File: config.mk
export PLATFORM = sky130hd
export DESIGN_NAME = core_rail_seq
export DESIGN_NICKNAME = d
export VERILOG_FILES = /design/src/rtl/crs_pkg.sv /design/src/rtl/crs_thresh.sv /design/src/rtl/crs_timer.sv /design/src/rtl/crs_fsm.sv /design/src/rtl/core_rail_seq.sv
export SDC_FILE = /design/constraint.sdc
export NUM_CORES = 1
export LEC_CHECK = 0
export ABC_AREA = 0
export BUFFER_PORTS_ARGS = -buffer_cell sky130_fd_sc_hd__buf_4
export CAP_MARGIN = 0
export CORE_ASPECT_RATIO = 0.75
export CORE_MARGIN = 2
export CORE_UTILIZATION = 40
export CTS_CLUSTER_DIAMETER = 30
export DETAILED_ROUTE_END_ITERATION = 7
export PLACE_DENSITY = 0.69
export RECOVER_POWER = 25
export SYNTH_ARGS = -nofsm -noshare
export SYNTH_HDL_FRONTEND = slang
export SYNTH_SLANG_ARGS = --single-unit
File: constraint.sdc
create_clock -name clk -period 2.4 [get_ports clk]
set_clock_uncertainty 0.05 [all_clocks]
set_input_delay 0.36 -clock clk [delete_from_list [all_inputs] [get_ports clk]]
set_output_delay 0.36 -clock clk [all_outputs]
set_load 0.01 [all_outputs]
File: src/rtl/crs_pkg.sv
package crs_pkg;

  typedef enum logic [3:0] {
    ST_IDLE       = 4'd0,
    ST_DELAY      = 4'd1,
    ST_BOOT_RAMP  = 4'd2,
    ST_CLK_QUAL   = 4'd3,
    ST_DAC_RAMP   = 4'd4,
    ST_PGOOD_WAIT = 4'd5,
    ST_RUN        = 4'd6,
    ST_RAMP_DOWN  = 4'd7,
    ST_OFF        = 4'd8
  } seq_state_e;

  typedef struct packed {
    logic drv_off;
    logic ramp_up;
    logic tgt_dac;
    logic clk_en_n;
    logic pgood;
    logic dis_en;
  } seq_out_t;

  // Output pattern held in each sequencer state.
  function automatic seq_out_t state_outputs(seq_state_e s);
    seq_out_t o;
    o = '{drv_off: 1'b1, ramp_up: 1'b0, tgt_dac: 1'b0,
          clk_en_n: 1'b1, pgood: 1'b0, dis_en: 1'b0};
    case (s)
      ST_BOOT_RAMP, ST_CLK_QUAL: begin
        o.drv_off = 1'b0;
        o.ramp_up = 1'b1;
      end
      ST_DAC_RAMP, ST_PGOOD_WAIT: begin
        o.drv_off  = 1'b0;
        o.ramp_up  = 1'b1;
        o.tgt_dac  = 1'b1;
        o.clk_en_n = 1'b0;
      end
      ST_RUN: begin
        o.drv_off  = 1'b0;
        o.ramp_up  = 1'b1;
        o.tgt_dac  = 1'b1;
        o.clk_en_n = 1'b0;
        o.pgood    = 1'b1;
      end
      ST_RAMP_DOWN: begin
        o.drv_off = 1'b0;
      end
      ST_OFF: begin
        o.dis_en = 1'b1;
      end
      default: ;
    endcase
    return o;
  endfunction

endpackage

File: src/rtl/crs_thresh.sv
module crs_thresh #(
  parameter int VW      = 10,
  parameter int QUAL_TH = 500,
  parameter int OFF_TH  = 100,
  parameter int UVM_TH  = 500
) (
  input  logic [VW-1:0] vsense,
  input  logic [VW-1:0] vsoft,
  output logic          above_qual,
  output logic          below_off,
  output logic          soft_low
);

  localparam logic [VW-1:0] QUAL_CODE = VW'(QUAL_TH);
  localparam logic [VW-1:0] OFF_CODE  = VW'(OFF_TH);
  localparam logic [VW-1:0] UVM_CODE  = VW'(UVM_TH);

  always_comb begin
    above_qual = (vsense > QUAL_CODE);
    below_off  = (vsense < OFF_CODE);
    soft_low   = (vsoft  < UVM_CODE);
  end

endmodule

File: src/rtl/crs_timer.sv
module crs_timer #(
  parameter int CW = 8
) (
  input  logic          clk,
  input  logic          rst,
  input  logic          clr,
  input  logic          inc,
  input  logic [CW-1:0] limit,
  output logic          hit
);

  logic [CW-1:0] cnt_q;

  always_ff @(posedge clk) begin
    if (rst || clr) begin
      cnt_q <= '0;
    end else if (inc) begin
      cnt_q <= cnt_q + 1'b1;
    end
  end

  assign hit = (cnt_q == limit);

endmodule

File: src/rtl/crs_fsm.sv
module crs_fsm
  import crs_pkg::*;
#(
  parameter int CW        = 8,
  parameter int START_DLY = 4,
  parameter int QUAL_DLY  = 4,
  parameter int PG_DLY    = 4
) (
  input  logic          clk,
  input  logic          rst,
  input  logic          por_ok,
  input  logic          en,
  input  logic          above_qual,
  input  logic          below_off,
  input  logic          tmr_hit,
  output seq_state_e    state_q,
  output seq_state_e    state_d,
  output logic          tmr_clr,
  output logic          tmr_inc,
  output logic [CW-1:0] tmr_limit
);

  localparam logic [CW-1:0] LIM_START = CW'(START_DLY - 1);
  localparam logic [CW-1:0] LIM_QUAL  = CW'(QUAL_DLY - 1);
  localparam logic [CW-1:0] LIM_PG    = CW'(PG_DLY - 2);

  always_comb begin
    state_d = state_q;
    if (!por_ok) begin
      state_d = ST_IDLE;
    end else begin
      case (state_q)
        ST_IDLE:       if (en) state_d = ST_DELAY;
        ST_DELAY:      if (!en) state_d = ST_RAMP_DOWN;
                       else if (tmr_hit) state_d = ST_BOOT_RAMP;
        ST_BOOT_RAMP:  if (!en) state_d = ST_RAMP_DOWN;
                       else if (above_qual) state_d = ST_CLK_QUAL;
        ST_CLK_QUAL:   if (!en) state_d = ST_RAMP_DOWN;
                       else if (!above_qual) state_d = ST_BOOT_RAMP;
                       else if (tmr_hit) state_d = ST_DAC_RAMP;
        ST_DAC_RAMP:   if (!en) state_d = ST_RAMP_DOWN;
                       else state_d = ST_PGOOD_WAIT;
        ST_PGOOD_WAIT: if (!en) state_d = ST_RAMP_DOWN;
                       else if (tmr_hit) state_d = ST_RUN;
        ST_RUN:        if (!en) state_d = ST_RAMP_DOWN;
        ST_RAMP_DOWN:  if (below_off) state_d = ST_OFF;
        ST_OFF:        if (en) state_d = ST_DELAY;
        default:       state_d = ST_IDLE;
      endcase
    end
  end

  always_comb begin
    tmr_limit = '1;
    tmr_inc   = 1'b0;
    case (state_q)
      ST_DELAY:      begin tmr_limit = LIM_START; tmr_inc = 1'b1; end
      ST_CLK_QUAL:   begin tmr_limit = LIM_QUAL;  tmr_inc = 1'b1; end
      ST_PGOOD_WAIT: begin tmr_limit = LIM_PG;    tmr_inc = 1'b1; end
      default: ;
    endcase
    tmr_clr = (state_d != state_q);
  end

  always_ff @(posedge clk) begin
    if (rst) begin
      state_q <= ST_IDLE;
    end else begin
      state_q <= state_d;
    end
  end

endmodule

File: src/rtl/core_rail_seq.sv
module core_rail_seq
  import crs_pkg::*;
#(
  parameter int VW        = 10,
  parameter int QUAL_TH   = 500,
  parameter int OFF_TH    = 100,
  parameter int UVM_TH    = 500,
  parameter int START_DLY = 2500,
  parameter int QUAL_DLY  = 9125,
  parameter int PG_DLY    = 587500
) (
  input  logic          clk,
  input  logic          rst,
  input  logic          por_ok,
  input  logic          en,
  input  logic [VW-1:0] vsense,
  input  logic [VW-1:0] vsoft,
  output logic          tgt_dac,
  output logic          ramp_up,
  output logic          clk_en_n,
  output logic          pgood,
  output logic          uv_mask,
  output logic          drv_off,
  output logic          dis_en
);

  localparam int MAX_A  = (START_DLY > QUAL_DLY) ? START_DLY : QUAL_DLY;
  localparam int MAX_D  = (MAX_A > PG_DLY) ? MAX_A : PG_DLY;
  localparam int CW     = $clog2(MAX_D + 1) + 1;

  logic          above_qual;
  logic          below_off;
  logic          soft_low;
  logic          tmr_clr;
  logic          tmr_inc;
  logic          tmr_hit;
  logic [CW-1:0] tmr_limit;
  seq_state_e    state_q;
  seq_state_e    state_d;
  seq_out_t      out_q;
  logic          uv_q;

  crs_thresh #(
    .VW(VW), .QUAL_TH(QUAL_TH), .OFF_TH(OFF_TH), .UVM_TH(UVM_TH)
  ) u_thresh (
    .vsense(vsense), .vsoft(vsoft),
    .above_qual(above_qual), .below_off(below_off), .soft_low(soft_low)
  );

  crs_timer #(.CW(CW)) u_timer (
    .clk(clk), .rst(rst), .clr(tmr_clr), .inc(tmr_inc),
    .limit(tmr_limit), .hit(tmr_hit)
  );

  crs_fsm #(
    .CW(CW), .START_DLY(START_DLY), .QUAL_DLY(QUAL_DLY), .PG_DLY(PG_DLY)
  ) u_fsm (
    .clk(clk), .rst(rst), .por_ok(por_ok), .en(en),
    .above_qual(above_qual), .below_off(below_off), .tmr_hit(tmr_hit),
    .state_q(state_q), .state_d(state_d),
    .tmr_clr(tmr_clr), .tmr_inc(tmr_inc), .tmr_limit(tmr_limit)
  );

  // Outputs registered from the next-state decode so they line up with state_q.
  always_ff @(posedge clk) begin
    if (rst) begin
      out_q <= state_outputs(ST_IDLE);
      uv_q  <= 1'b1;
    end else begin
      out_q <= state_outputs(state_d);
      uv_q  <= soft_low;
    end
  end

  assign drv_off  = out_q.drv_off;
  assign ramp_up  = out_q.ramp_up;
  assign tgt_dac  = out_q.tgt_dac;
  assign clk_en_n = out_q.clk_en_n;
  assign pgood    = out_q.pgood;
  assign dis_en   = out_q.dis_en;
  assign uv_mask  = uv_q;

endmodule

==> results of run 1 <==
==> power by group through the flow <==
stage	clock, mW	combinational, mW	sequential [mW]
after floorplan	0	0.0949	0.552
final	0.432	0.166	0.539
after CTS	0.443	0.164	0.539
after global routing	0.471	0.179	0.539
after global placement	0	0.161	0.551
after detailed placement	0	0.162	0.551
==> area by class of cell <==
class / instances / area [sq um]
multi-input cells: 195 / 1430
fillers: 512 / 2620
inverters: 10 / 37.5
clock buffers: 6 / 82.6
flip-flops and latches: 32 / 648
well taps: 75 / 93.8
repair buffers: 52 / 402
clock inverters: 2 / 10.0
==> cells in the final DEF, fill, tap and decap left out, drive strengths merged, types with 4 or more instances in the layout <==
master	n
buf	44
dfxtp	32
nor3	31
nor2	25
nand2	15
xnor2	15
clkbuf	14
nand3	12
o21ai	11
nand4	10
inv	10
xor2	7
and3	6
nor3b	6
mux2i	4
==> through the flow <==
stage / setup TNS, ns / util
after detailed placement: -1.99 / 0.487
after floorplan: 0 / -
final: 0 / 0.508
after global routing: -0.0260 / 0.508
after global placement: -2.07 / 0.487
after CTS: 0 / 0.506
==> repair_timing <==
action | CTS | global route
pin swaps | 0 | 1
buffers inserted | 0 | 0
resized for setup | 3 | 8
setup endpoints to repair | 13 | 27
==> logic make-up after synthesis <==
| kind of cell | after synthesis |
|---|---|
| xor gates and xnor gates | 22 |
| buffers and inverters | 22 |
| and+or+nand+nor | 130 |
| DFF | 32 |
| muxes | 4 |
| AOI/OAI and AO/OA | 38 |
| adders and majority gates | 1 |
==> final timing paths <==
kind,from,to,depth (start not counted)
worst min register to register,u_timer.cnt_q[17],u_timer.cnt_q[17],2
worst max register to register,u_fsm.state_q[3],ramp_up,9
worst max-delay path,u_fsm.state_q[3],ramp_up,9
worst min-delay path,vsoft[9],uv_mask,2
==> registers in the layout, indices dropped and copies added, names as in the netlist <==
name / flops
uv_mask: 1
u_fsm.state_q: 4
drv_off: 1
tgt_dac: 1
clk_en_n: 1
u_timer.cnt_q: 21
ramp_up: 1
pgood: 1
dis_en: 1
==> worst max-delay path, delay by kind of cell (launching register included) <==
family	cells	cell delay, ns
compound gates	4	0.94
buf+inv	1	0.15
flops	1	0.39
simple gates	4	0.63
==> metal layers <==
layer  GRT usage  up-vias
met5           0        -
met4      0.0560        0
met3      0.0567        2
met2       0.270       66
met1       0.254      974
li1            -     1008
==> metrics.txt, run 1 <==
endpoint class of the critical path flop; Post-Synth Adder-Cell Area 0.00570; Finished Layout Cells 372; routed wl met2 2.35 mm; slowest cell delay on critical path 0.41 ns; Remaining DRCs 0; Met3 Wirelength 408 um; RSZ-0062 raised after global routing true; total gr overflow 0; layout cell share with drive strength beyond 1 0.323; vias in the first global route 1838; Period Utilization, post-route 0.958; chip height 68.1 um; Simple-Gate Fraction of Synth Area 0.393; Psw 0.297 mW; Max clock buf depth 2; final setup margin 0.100 ns; GRT Util Overall 0.183; FF+latch count, synth 32; power share of the clock group 0.380; WS Path Type reg2reg; largest area contributor in the netlist dfxtp_1; post-route ant nets 0; Initial Util 0.412; number of enable flip-flop cells after synthesis 0; routability cong. 0.894; Cell Int Power 0.840 mW; static leakage 0.950 nW; Mapped Nets 274; maximum vdd ir drop 0.000258 V; largest net degree at the start of global routing 22; latest clock arrival within the worst-skew pair 0.28 ns; CTS Hold Bufs 0; placed cell count 364; Final Hold Viols 0; Final #Nets 321; P per Cell Area 421 mW/mm^2; row count 23; worst-path cell chain and2b_1 > nand2_4 > a311o_1 > nand3b_1 > o21ba_1 > nor2_4 > buf_4 > o21bai_1 > o31ai_1; CP max FO 8; core area 0.00532 sq mm; status finished, final reports clean; Synth Area in Compound Gates 0.127; Max Slew Vio Count 0; Netlist cell types 65; vias 2050; top post-synthesis cells by count 32 x dfxtp_1, 23 x nor2_1, 20 x nor3_2; required time of the critical path 2.51 ns; Root Buffer clkbuf_8; routed vias/inst 5.51; 1st-pass router iterations 4; H-tree depth 2; Power, Total 1.14 mW; Syn Area/Cell 8.81 sq um; most common cell in the netlist dfxtp_1; clk slew on worst S/H paths 0.07 ns; startpoint type of the worst setup path flop; slowest CP cell a311o_1; CTS tree built; overall routed net length 5.35 mm; area growth from synthesis to layout 23.2%; setup violators final 0; combinational power share 0.146; Worst Hold Class in2reg; final instance area 0.00270 sq mm; prevailing post-synth register cell dfxtp_1; Post-Synthesis Cells 249; R2R Setup Slk 0.10 ns; Net Sw Frac 0.261; dpl hpwl 3.94 mm; YS warnings 0; Die ar. 0.00610 sq mm; Synth Area in XOR/XNOR 0.0913; Syn Std Cell Area 0.00219 sq mm; cells taking the most area after synthesis dfxtp_1 29%, nor3_2 9.1%, xnor2_1 5.6%; worst hold margin 0.204 ns; Final min period 2.30 ns; asr flop ratio synth 0; TritonCTS Sinks 32; Max Cap Viol 0; DR top layer met4; M1 WL 2.57 mm; Synth top area share 0.292; worst path arrival time 2.41 ns; global-route wire length before repair 8.67 mm; DP Area 0.00259 sq mm; Ports 31; post-synthesis mux area share 0.0183; Slew HR 0.693; f_max 435 MHz; initial antenna violation count 0; # port buffers 28; Reg power frac 0.474; number of DRC markers in iteration 0 130; actual slew at the worst max-slew pin 0.457 ns; largest family of logic cells by synthesized area simple AND/OR/NAND/NOR gates; Seq/Total Area, Yosys 0.292; pre-CTS setup slack -0.127 ns; antenna cells 0; Avg WL per Cell 14.4 um; die width 89.5 um; number of buffers created by CTS 5
No activity file was read; power rests on OpenSTA's default activity.
==> inputs of run 2 (changes only) <==
--- a/config.mk
+++ b/config.mk
@@ -13,7 +13,6 @@
 export CORE_UTILIZATION = 40
 export CTS_CLUSTER_DIAMETER = 30
 export DETAILED_ROUTE_END_ITERATION = 7
-export PLACE_DENSITY = 0.69
 export RECOVER_POWER = 25
 export SYNTH_ARGS = -nofsm -noshare
 export SYNTH_HDL_FRONTEND = slang
==> run 2 against run 1 <==
Total power increased by 10%. Sequential share of layout area decreased by 0.60 points. Wire length increased by 6.0%. Sequential cell count unchanged. Global-route usage increased by 1.3 points. Cell count increased by 1.9%. Clock-buffer cell count unchanged. Highest routed layer unchanged.
==> metrics.txt, run 2 (synthesis gave the netlist of run 1 again) <==
Cell Int Power 0.935 mW (+11%); required time of the critical path 2.54 ns (+0.03 ns); maximum vdd ir drop 0.000229 V (-11%); Psw 0.316 mW (+6.5%); RSZ-0062 raised after global routing false; initial antenna violation count 0 (unchanged); worst-path cell chain or4_1 > mux2i_1 > o21a_2 > nor3b_2 > and4_4 > nand2_1 > nand4_1 > buf_4 > buf_12 > nor3_1; layout cell share with drive strength beyond 1 0.339 (+0.0156); Initial Util 0.412 (unchanged); Reg power frac 0.431 (-0.043); slowest CP cell or4_1; status finished, final reports clean; GRT Util Overall 0.196 (+0.0127); number of DRC markers in iteration 0 152 (+17%); R2R Setup Slk 0.09 ns (about the same); P per Cell Area 453 mW/mm^2 (+7.7%); Remaining DRCs 0 (unchanged); clk slew on worst S/H paths 0.07 ns (about the same); static leakage 0.990 nW (+4.2%); area growth from synthesis to layout 25.9%; overall routed net length 5.67 mm (+6.0%); routed vias/inst 5.36 (-2.8%); cell family with most CP delay simple AND/OR/NAND/NOR gates; endpoint class of the critical path flop; startpoint type of the worst setup path flop; FF-to-FF Start u_timer.cnt_q[10]; TritonCTS Sinks 32 (unchanged); worst setup path startpoint u_timer.cnt_q[10]; Net Sw Frac 0.253 (-0.00850); Avg WL per Cell 15.0 um (+4.1%); Final Hold Viols 0 (unchanged); f_max 433 MHz (-0.39%); H-tree depth 2 (unchanged); setup violators final 0 (unchanged); dpl hpwl 4.05 mm (+2.9%); routability cong. 0.861 (-3.7%); worst path arrival time 2.45 ns (+0.04 ns); final core occ 0.519 (+0.0110); Final #Nets 328 (+2.2%); antenna cells 0 (unchanged); die width 89.5 um (unchanged); pre-CTS setup slack -0.102 ns (+0.0250 ns); Root Buffer clkbuf_8; largest net degree at the start of global routing 22 (unchanged); min-delay src vsoft[9]; Worst Hold Class in2reg; Max Slew Vio Count 0 (unchanged); Worst Path Buf+Inv 2 (+1); most common cell after layout, fill and taps aside buf_4; Period Utilization, post-route 0.962 (+0.00378); placed cell count 367 (+0.82%); vias in the first global route 1752 (-4.7%); Max Cap Viol 0 (unchanged); number of buffers created by CTS 5 (unchanged); chip height 68.1 um (unchanged); 1st-pass router iterations 4 (unchanged); global-route wire length before repair 8.87 mm (+2.3%); post-route ant nets 0 (unchanged); Finished Layout Cells 379 (+1.9%); slowest cell delay on critical path 0.54 ns (+0.13 ns); Ports 31 (unchanged); max reg flops 21 (unchanged); CTS tree built; most frequent cells in the layout 47 x buf_4, 28 x dfxtp_1, 23 x nor2_1; core area 0.00532 sq mm (unchanged); # port buffers 28 (unchanged); final setup margin 0.0910 ns (-0.00907 ns); CP max FO 11 (+3); Final min period 2.31 ns (+0.00907 ns); Top reg by flops u_timer.cnt_q; latest clock arrival within the worst-skew pair 0.29 ns (about the same); actual slew at the worst max-slew pin 0.394 ns (-0.0627 ns); Largest regs u_timer.cnt_q (21), u_fsm.state_q (4); vias 2030 (-0.98%); WS Path Type reg2reg; Max clock buf depth 2 (unchanged); power share of the clock group 0.417 (+0.037); row count 23 (unchanged); worst hold margin 0.200 ns (-0.00383 ns); Slew HR 0.736 (+0.0428); total gr overflow 0 (unchanged); combinational power share 0.152 (+0.006); Die ar. 0.00610 sq mm (unchanged)
==> run 2: path summary, 6_finish.rpt <==
path,endpoint,cells after the start
setup / recovery,u_timer.cnt_q[17],10
hold / removal,uv_mask,2
setup reg to reg,u_timer.cnt_q[17],10
hold reg to reg,u_timer.cnt_q[17],2
==> run 2: metrics by stage <==
step | TNS (ns) | total power, mW | cell area, sq um
3_3_place_gp | -1.42 | 0.717 | 2600
4_1_cts | 0 | 1.24 | 2710
5_1_grt | 0 | 1.31 | 2760
2_1_floorplan | 0 | 0.647 | 2190
3_5_place_dp | -1.72 | 0.717 | 2600
6_report | 0 | 1.25 | 2760
==> run 2: timing repair <==
| item | 4_1_cts | 5_1_grt |
|---|---|---|
| resized for setup | 0 | 10 |
| buffers inserted | 0 | 2 |
| hold buffers | 0 | 0 |
| endpoints found under the setup margin | 0 | 24 |
==> run 2: per-layer routing <==
metal	track usage	vias to the layer above	share of wire
li1	-	1017	-
met1	0.300	940	0.51
met2	0.254	65	0.39
met3	0.0519	8	0.085
met4	0.0728	0	0.015
met5	0	-	0
==> run 2: area by class of cell <==
| class | instances | area, sq um |
|---|---|---|
| Sequential cell | 32 | 646 |
| Clock buffer | 6 | 72.6 |
| Timing Repair Buffer | 59 | 463 |
| Fill cell | 497 | 2560 |
| Multi-Input combinational cell | 195 | 1410 |
| Inverter | 10 | 37.5 |
| Clock inverter | 2 | 35.0 |
| Tap cell | 75 | 93.8 |
==> run 2: power groups by stage <==
| stage | combinational [mW] | clock (mW) | sequential [mW] |
|---|---|---|---|
| 2_1_floorplan | 0.0949 | 0 | 0.552 |
| 3_3_place_gp | 0.166 | 0 | 0.551 |
| 3_5_place_dp | 0.166 | 0 | 0.551 |
| 4_1_cts | 0.167 | 0.539 | 0.539 |
| 5_1_grt | 0.204 | 0.564 | 0.539 |
| 6_report | 0.190 | 0.522 | 0.539 |
